## src/rtl/step_flag_pkg.sv

```systemverilog
package step_flag_pkg;
  localparam int unsigned DW = 8;

  localparam int unsigned FB_C  = 0;
  localparam int unsigned FB_N  = 1;
  localparam int unsigned FB_PV = 2;
  localparam int unsigned FB_X3 = 3;
  localparam int unsigned FB_H  = 4;
  localparam int unsigned FB_X5 = 5;
  localparam int unsigned FB_Z  = 6;
  localparam int unsigned FB_S  = 7;

  typedef struct packed {
    logic [DW-1:0] val;
    logic [7:0]    fl;
  } step_out_t;
endpackage

```

## src/rtl/step_adder.sv

```systemverilog
module step_adder #(
  parameter int unsigned W = 8
) (
  input  logic         up,
  input  logic [W-1:0] a,
  output logic [W-1:0] y
);
  localparam logic [W-1:0] ONE  = W'(1);
  localparam logic [W-1:0] ALL1 = {W{1'b1}};

  logic [W-1:0] addend;

  always_comb begin
    addend = up ? ONE : ALL1;
    y      = a + addend;
  end
endmodule

```

## src/rtl/step_flag_calc.sv

```systemverilog
module step_flag_calc
  import step_flag_pkg::*;
(
  input  logic       up,
  input  logic [7:0] y,
  input  logic [7:0] fin,
  output logic [7:0] fout
);
  localparam logic [7:0] OV_UP = 8'h80;
  localparam logic [7:0] OV_DN = 8'h7F;
  localparam logic [3:0] HN_UP = 4'h0;
  localparam logic [3:0] HN_DN = 4'hF;

  logic ov, hc;

  always_comb begin
    ov = up ? (y == OV_UP) : (y == OV_DN);
    hc = up ? (y[3:0] == HN_UP) : (y[3:0] == HN_DN);
    fout        = '0;
    fout[FB_S]  = y[7];
    fout[FB_Z]  = (y == 8'h00);
    fout[FB_X5] = y[5];
    fout[FB_H]  = hc;
    fout[FB_X3] = y[3];
    fout[FB_PV] = ov;
    fout[FB_N]  = 1'b0;
    fout[FB_C]  = fin[FB_C];
  end
endmodule

```

## src/rtl/step_flag_unit.sv

```systemverilog
module step_flag_unit
  import step_flag_pkg::*;
#(
  parameter int unsigned COST_CYC = 4,
  parameter int unsigned CW       = 4
) (
  input  logic          clk,
  input  logic          rst_n,
  input  logic          start,
  input  logic          up,
  input  logic [DW-1:0] opnd,
  input  logic [7:0]    flags_in,
  output logic [DW-1:0] res,
  output logic [7:0]    flags_out,
  output logic          done,
  output logic [CW-1:0] cost
);
  localparam logic [CW-1:0] COST_V = CW'(COST_CYC);

  logic [DW-1:0] sum;
  logic [7:0]    fnew;
  step_out_t     q_d, q_r;
  logic          done_d, done_r;

  step_adder #(.W(DW)) u_add (.up(up), .a(opnd), .y(sum));
  step_flag_calc u_fl (.up(up), .y(sum), .fin(flags_in), .fout(fnew));

  always_comb begin
    q_d    = q_r;
    done_d = start;
    if (start) begin
      q_d.val = sum;
      q_d.fl  = fnew;
    end
  end

  always_ff @(posedge clk or negedge rst_n) begin
    if (!rst_n) begin
      q_r    <= '0;
      done_r <= 1'b0;
    end else begin
      q_r    <= q_d;
      done_r <= done_d;
    end
  end

  assign res       = q_r.val;
  assign flags_out = q_r.fl;
  assign done      = done_r;
  assign cost      = done_r ? COST_V : '0;

  p_result_r2: assert property (@(posedge clk) disable iff (!rst_n)
    start |=> res == ($past(up) ? $past(opnd) + DW'(1) : $past(opnd) - DW'(1)));
  p_no_overflow_r3: assert property (@(posedge clk) disable iff (!rst_n)
    done |-> flags_out[FB_PV] == ((res == 8'h80 && $past(up)) || (res == 8'h7F && !$past(up))));
  p_carry_pass_r5: assert property (@(posedge clk) disable iff (!rst_n)
    start |=> flags_out[FB_C] == $past(flags_in[FB_C]));
  p_sub_clear_r6: assert property (@(posedge clk) disable iff (!rst_n)
    done |-> !flags_out[FB_N]);
  p_zero_flag_r7: assert property (@(posedge clk) disable iff (!rst_n)
    done |-> flags_out[FB_Z] == (res == '0));
  p_hold_r8: assert property (@(posedge clk) disable iff (!rst_n)
    !start |=> $stable(res) && $stable(flags_out) && !done);
  p_cost_r9: assert property (@(posedge clk) disable iff (!rst_n)
    done |-> cost == COST_V);
endmodule

```

## config.mk

```make
export PLATFORM = sky130hd
export DESIGN_NAME = step_flag_unit
export DESIGN_NICKNAME = d
export VERILOG_FILES = /design/src/rtl/step_flag_pkg.sv /design/src/rtl/step_adder.sv /design/src/rtl/step_flag_calc.sv /design/src/rtl/step_flag_unit.sv
export SDC_FILE = /design/constraint.sdc
export NUM_CORES = 1
export LEC_CHECK = 0
export BUFFER_PORTS_ARGS = -buffer_cell sky130_fd_sc_hd__buf_2
export CORE_MARGIN = 2
export CORE_UTILIZATION = 50
export DETAILED_ROUTE_END_ITERATION = 10
export GPL_ROUTABILITY_DRIVEN = 0
export GPL_TIMING_DRIVEN = 0
export PLACE_DENSITY = 0.92
export SYNTH_ARGS = -nofsm -noshare
export SYNTH_HDL_FRONTEND = slang
export SYNTH_SLANG_ARGS = --single-unit
```

## constraint.sdc

```tcl
create_clock -name clk -period 2.1 [get_ports clk]
set_clock_uncertainty 0.2 [all_clocks]
set_input_delay 0.21 -clock clk [delete_from_list [all_inputs] [get_ports clk]]
set_output_delay 0.21 -clock clk [all_outputs]
set_load 0.005 [all_outputs]
```

Word level (Yosys, flattened, before mapping) --
Cells that the tools add are included.
Storage, ports and cells: flip-flop bits (word level) 16, latch bits 0, memory bits (writable) 0, bits in read-only memories 0, input port bits 20, output and inout port bits 21, word-level logic and storage cells 13, memories 0
Operators by class: add/sub/neg operators 1, multiply operators 0, divide/modulo/power cells 0, magnitude comparators 0, equality and inequality tests 3, shift operators 0, multiplexer cells 4, bitwise gates (word level) 0, reductions and logical operators 2
Operators by type and width (count):
- 8-bit adder | 1
- 8-bit by 7-bit == test with 1-bit output (second input constant) | 1
- 8-bit == test (second input constant) | 1
- 8-bit logical NOT | 1
- 8-bit 2-to-1 mux | 1
- 4-bit == test (second input constant) | 1
- 4-bit logical NOT | 1
- 3-bit 2-to-1 mux | 1
- 1-bit 2-to-1 mux | 2

Depth between registers and ports, before layout --
word-level depth 4, gate-level depth with buffers 9, mapped depth without buffers 8

Cells and area by module --
A second synthesis with hierarchy kept.
Unflattened totals: cell total of the unflattened synthesis 93, area, all modules 1108.6 µm²
By module, submodules not included:
- step_flag_unit | times used 1, cells each 40, area each 708.2 µm², sequential area each 425.4 µm²
- step_adder | times used 1, cells each 36, area each 281.5 µm², sequential area each 0.0 µm²
- step_flag_calc | times used 1, cells each 17, area each 118.9 µm², sequential area each 0.0 µm²

Least setup slack after synthesis --
OpenSTA, ideal clock, no wires.
path kind input -> register, start in up, end reg q_r, in the netlist flags_out[2], library setup time 0.124 ns, arrival 2.157 ns, data required time 1.776 ns, slack -0.381 ns, stages on the path 9, path buffers 1, cell sequence clkbuf_2 inv_1 fa_1 a21o_1 a221o_1 a21oi_2 xnor2_1 nor4_2 a211o_1
Between the ends: longest elaborated chain between the ends 4, elaborated cells on any way between the ends 5, those cells by class 1 x add/sub; 2 x eq/ne; 2 x mux
Ends and longest elaborated chain:
- start, declared | line step_flag_unit.sv:10 | input logic up,
- 8-bit 2-to-1 mux | line step_adder.sv:14 | addend = up ? ONE : ALL1;
- 8-bit adder | line step_adder.sv:15 | y = a + addend;
- 8-bit by 7-bit == test with 1-bit output or 8-bit == test (tied branches) | line step_flag_calc.sv:17 | ov = up ? (y == OV_UP) : (y == OV_DN);
- 1-bit 2-to-1 mux * | line step_flag_calc.sv:17
- end signal, assigned | line step_flag_unit.sv:42 | q_r <= q_d;
- end, declared | line step_flag_unit.sv:22 | step_out_t q_d, q_r;
Mark *: on every way between the ends. The rest lies on a longest branch, timed or not. A chain may end at the register's enable or synchronous reset.

Final worst setup path --
Ends and elaborated chain as after synthesis.

==> results by group <==
Layout
  – Antenna cell count: 0
  – Commonest non-fill, non-tap cell in the layout: buf_2
  – Layout cell share with drive strength beyond 1: 49.6%
  – # fillers: 123
  – Most frequent cells in the layout: buf_2, dfrtp_1, buf_4
  – Final net count: 167
  – Final instance area: 1370 sq um
  – Layout area overhead: 40.9%

Yosys
  – Netlist cell types: 38
  – Mean post-synth cell area: 10.2 sq um
  – YS warnings: 0
  – Yosys reg bits: 13
  – Synth Cell Area: 973 sq um
  – Sequential fraction of the synthesis area: 33.4%
  – Cells after Synth: 95

Critical path
  – CP Class: primary input to register
  – WP data arrival: 2000 ps
  – Critical path endpoint category: register
  – Worst reg2reg startpoint: flags_out[2]
  – CP Max Fanout: 7
  – RR Endpoint: flags_out[2]
  – CP required: 2060 ps
  – Cells on worst reg2reg path: 2
  – Register-to-register setup slack: 1020 ps
  – Crit start category: primary input

Power
  – Power, Total: 0.822 mW
  – Peak supply drop: 0.546 mV
  – Leak Pwr: 0.653 nW
  – Pwr per Cell Area: 600 nW/um^2

Clocking
  – Clock latency on the worst-skew pair: 270 ps
  – H-tree levels: 1
  – TritonCTS clock tree: built
  – Num CTS Buffers: 3
  – CTS clk-pin slew, worst paths: 70 ps
  – Max Root-Sink Buffers: 2
  – Clk sinks: 13
  – Root Buffer: clkbuf_4

Floorplan
  – Area of the core: 1780 sq um
  – Initial core utilization: 54.6%
  – Die ar.: 2320 sq um
  – Die extent in x: 48.1 microns
  – Ports: 41
  – FP Rows: 15
  – Chip Height: 48.1 microns

Flow run
  – Max Cap Viol: 0

Routing
  – Remaining antenna violation count: 0
  – Routed vias: 889
  – WL final: 2.32 mm
  – TritonRoute pass-1 iters: 4
  – Wirelength per Cell: 14.3 microns
  – First DRT Iteration DRCs: 15
  – Residual DRC: 0
  – Vias per cell: 5.49

Timing
  – Max Clk Rate: 491 MHz
  – Crit path time final: 2040 ps
  – RSZ-0062 raised after global routing: no
  – Final Hold Vio Count: 0
  – Fin crit share: 97.0%
  – Measured slew at the worst slew-check pin: 528 ps
  – # setup viols final: 0
  – Max-slew violations: 0
  – Slew HR: 64.8%

Placed design
  – HPWL reported at the end of detailed placement: 1.71 mm
  – IO buf count: 28
  – Dpl cell area: 1240 sq um

GRT
  – Initial antenna violation count: 0
  – Largest net degree at the start of global routing: 14
  – First-pass GRT wire length: 3.39 mm
  – Total GRT Usage: 21.6%
  – Vias in the first global route: 785
  – Global-route congestion overflow total: 0

Outcome
  – Status: completed

Worst hold path
  – Hold path start: opnd[0]
  – Hold Path Cell Cnt: 3
  – Worst Hold End: res[0]
  – Hold WC Path Type: primary input to register
==> metal layers <==
layer  global-route usage (%)  up-vias  routed length [microns]
li1                         -      421                        -
met1                     24.5      431                      900
met2                     39.7       35                     1280
met3                     6.67        2                      116
met4                     4.86        0                       15
met5                        0        -                        0
==> kinds of logic (layout without fill, tap and decap cells) <==
family	count (synthesis)	count (layout)	share of synthesized area, %
AO/OA/AOI/OAI	22	22	16.7
XOR/XNOR	7	7	6.30
adder cells (fa/ha/maj)	9	9	12.3
buffers and inverters	12	51	7.84
flip-flops	13	13	33.4
multiplexers	8	8	9.25
other	1	4	0.385
AND/OR/NAND/NOR	23	23	13.8
==> worst max path at each step <==
stage / from / endpoint / slack [ps]
2_1_floorplan: up / flags_out[2] / -100
3_3_place_gp: up / flags_out[2] / -200
3_5_place_dp: up / flags_out[2] / -220
4_1_cts: up / flags_out[2] / 50
5_1_grt: up / flags_out[2] / 6
6_report: up / flags_out[2] / 60
==> metrics by stage <==
stage	hold WS [ps]	std cells	setup WS, ps	TNS, ps	utilization [%]
finish	127	162	62.8	0	76.9
global route	142	162	5.57	0	76.9
CTS	118	158	50.5	0	72.7
detailed placement	-92.6	151	-218	-697	69.5
global placement	-102	151	-200	-583	69.5
floorplan	-286	98	-104	-150	-
==> synth_stat cells (all sizes together) <==
cell      n  area [sq um]
o311a     1          10.0
inv       2          7.51
mux2      8          90.1
a31oi     1          6.26
xor2      2          17.5
clkbuf    2          8.75
fa        1          20.0
a2bb2oi   1          8.76
a31o      1          8.76
nand2b    1          6.26
a211o     1          8.76
o21a      1          7.51
o41ai     1          8.76
nand4     1          6.26
dfrtp    13           325
a211oi    2          15.0
nand3     4          20.0
nand2     3          11.3
ha        8           100
and2      1          8.76
nand3b    1          7.51
xnor2     5          43.8
o21ai     2          10.0
conb      1          3.75
or3       1          6.26
o311ai    1          8.76
nor4      2          18.8
nor2b     1          6.26
nand4b    1          8.76
nor3b     2          15.0
a21o      3          22.5
a221o     1          10.0
nor2      5          18.8
buf       8          60.1
a21oi     6          37.5
==> worst max-delay path, stage by stage <==
cell,delay [ps]
clkbuf_16,120
inv_12,40
fa_2,390
a21o_1,210
a221o_1,340
a21oi_4,200
xnor2_2,180
nor4_4,50
a211o_1,250
==> where the power goes <==
part	internal, mW	leakage, nW	switching (mW)	total [mW]
Sequential	0.289	0.157	0.0230	0.312
Combinational	0.192	0.481	0.168	0.360
Clock	0.0736	0.0150	0.0766	0.150
==> registers in the layout (all words and copies together), names as in the netlist <==
register,count
done,1
res,8
flags_out,4
==> area by class of cell <==
cell class              instances  area, sq um  area share, %
flip-flops and latches         13          325           23.7
plain buffers                  10         88.8           6.48
multi-input cells              73          679           49.5
clock buffers                   4         26.3           1.92
inverters                       2         20.0           1.46
repair buffers                 35          200           14.6
well taps                      25         31.3           2.28
==> timing repair <==
item | 4_1_cts | 5_1_grt
gates resized for setup | 0 | 8
setup buffers | 0 | 4
setup endpoints to repair | 0 | 1
endpoints found under the hold margin | 15 | 0
hold buffers | 3 | 0
Power figures use the tool's default switching activity.
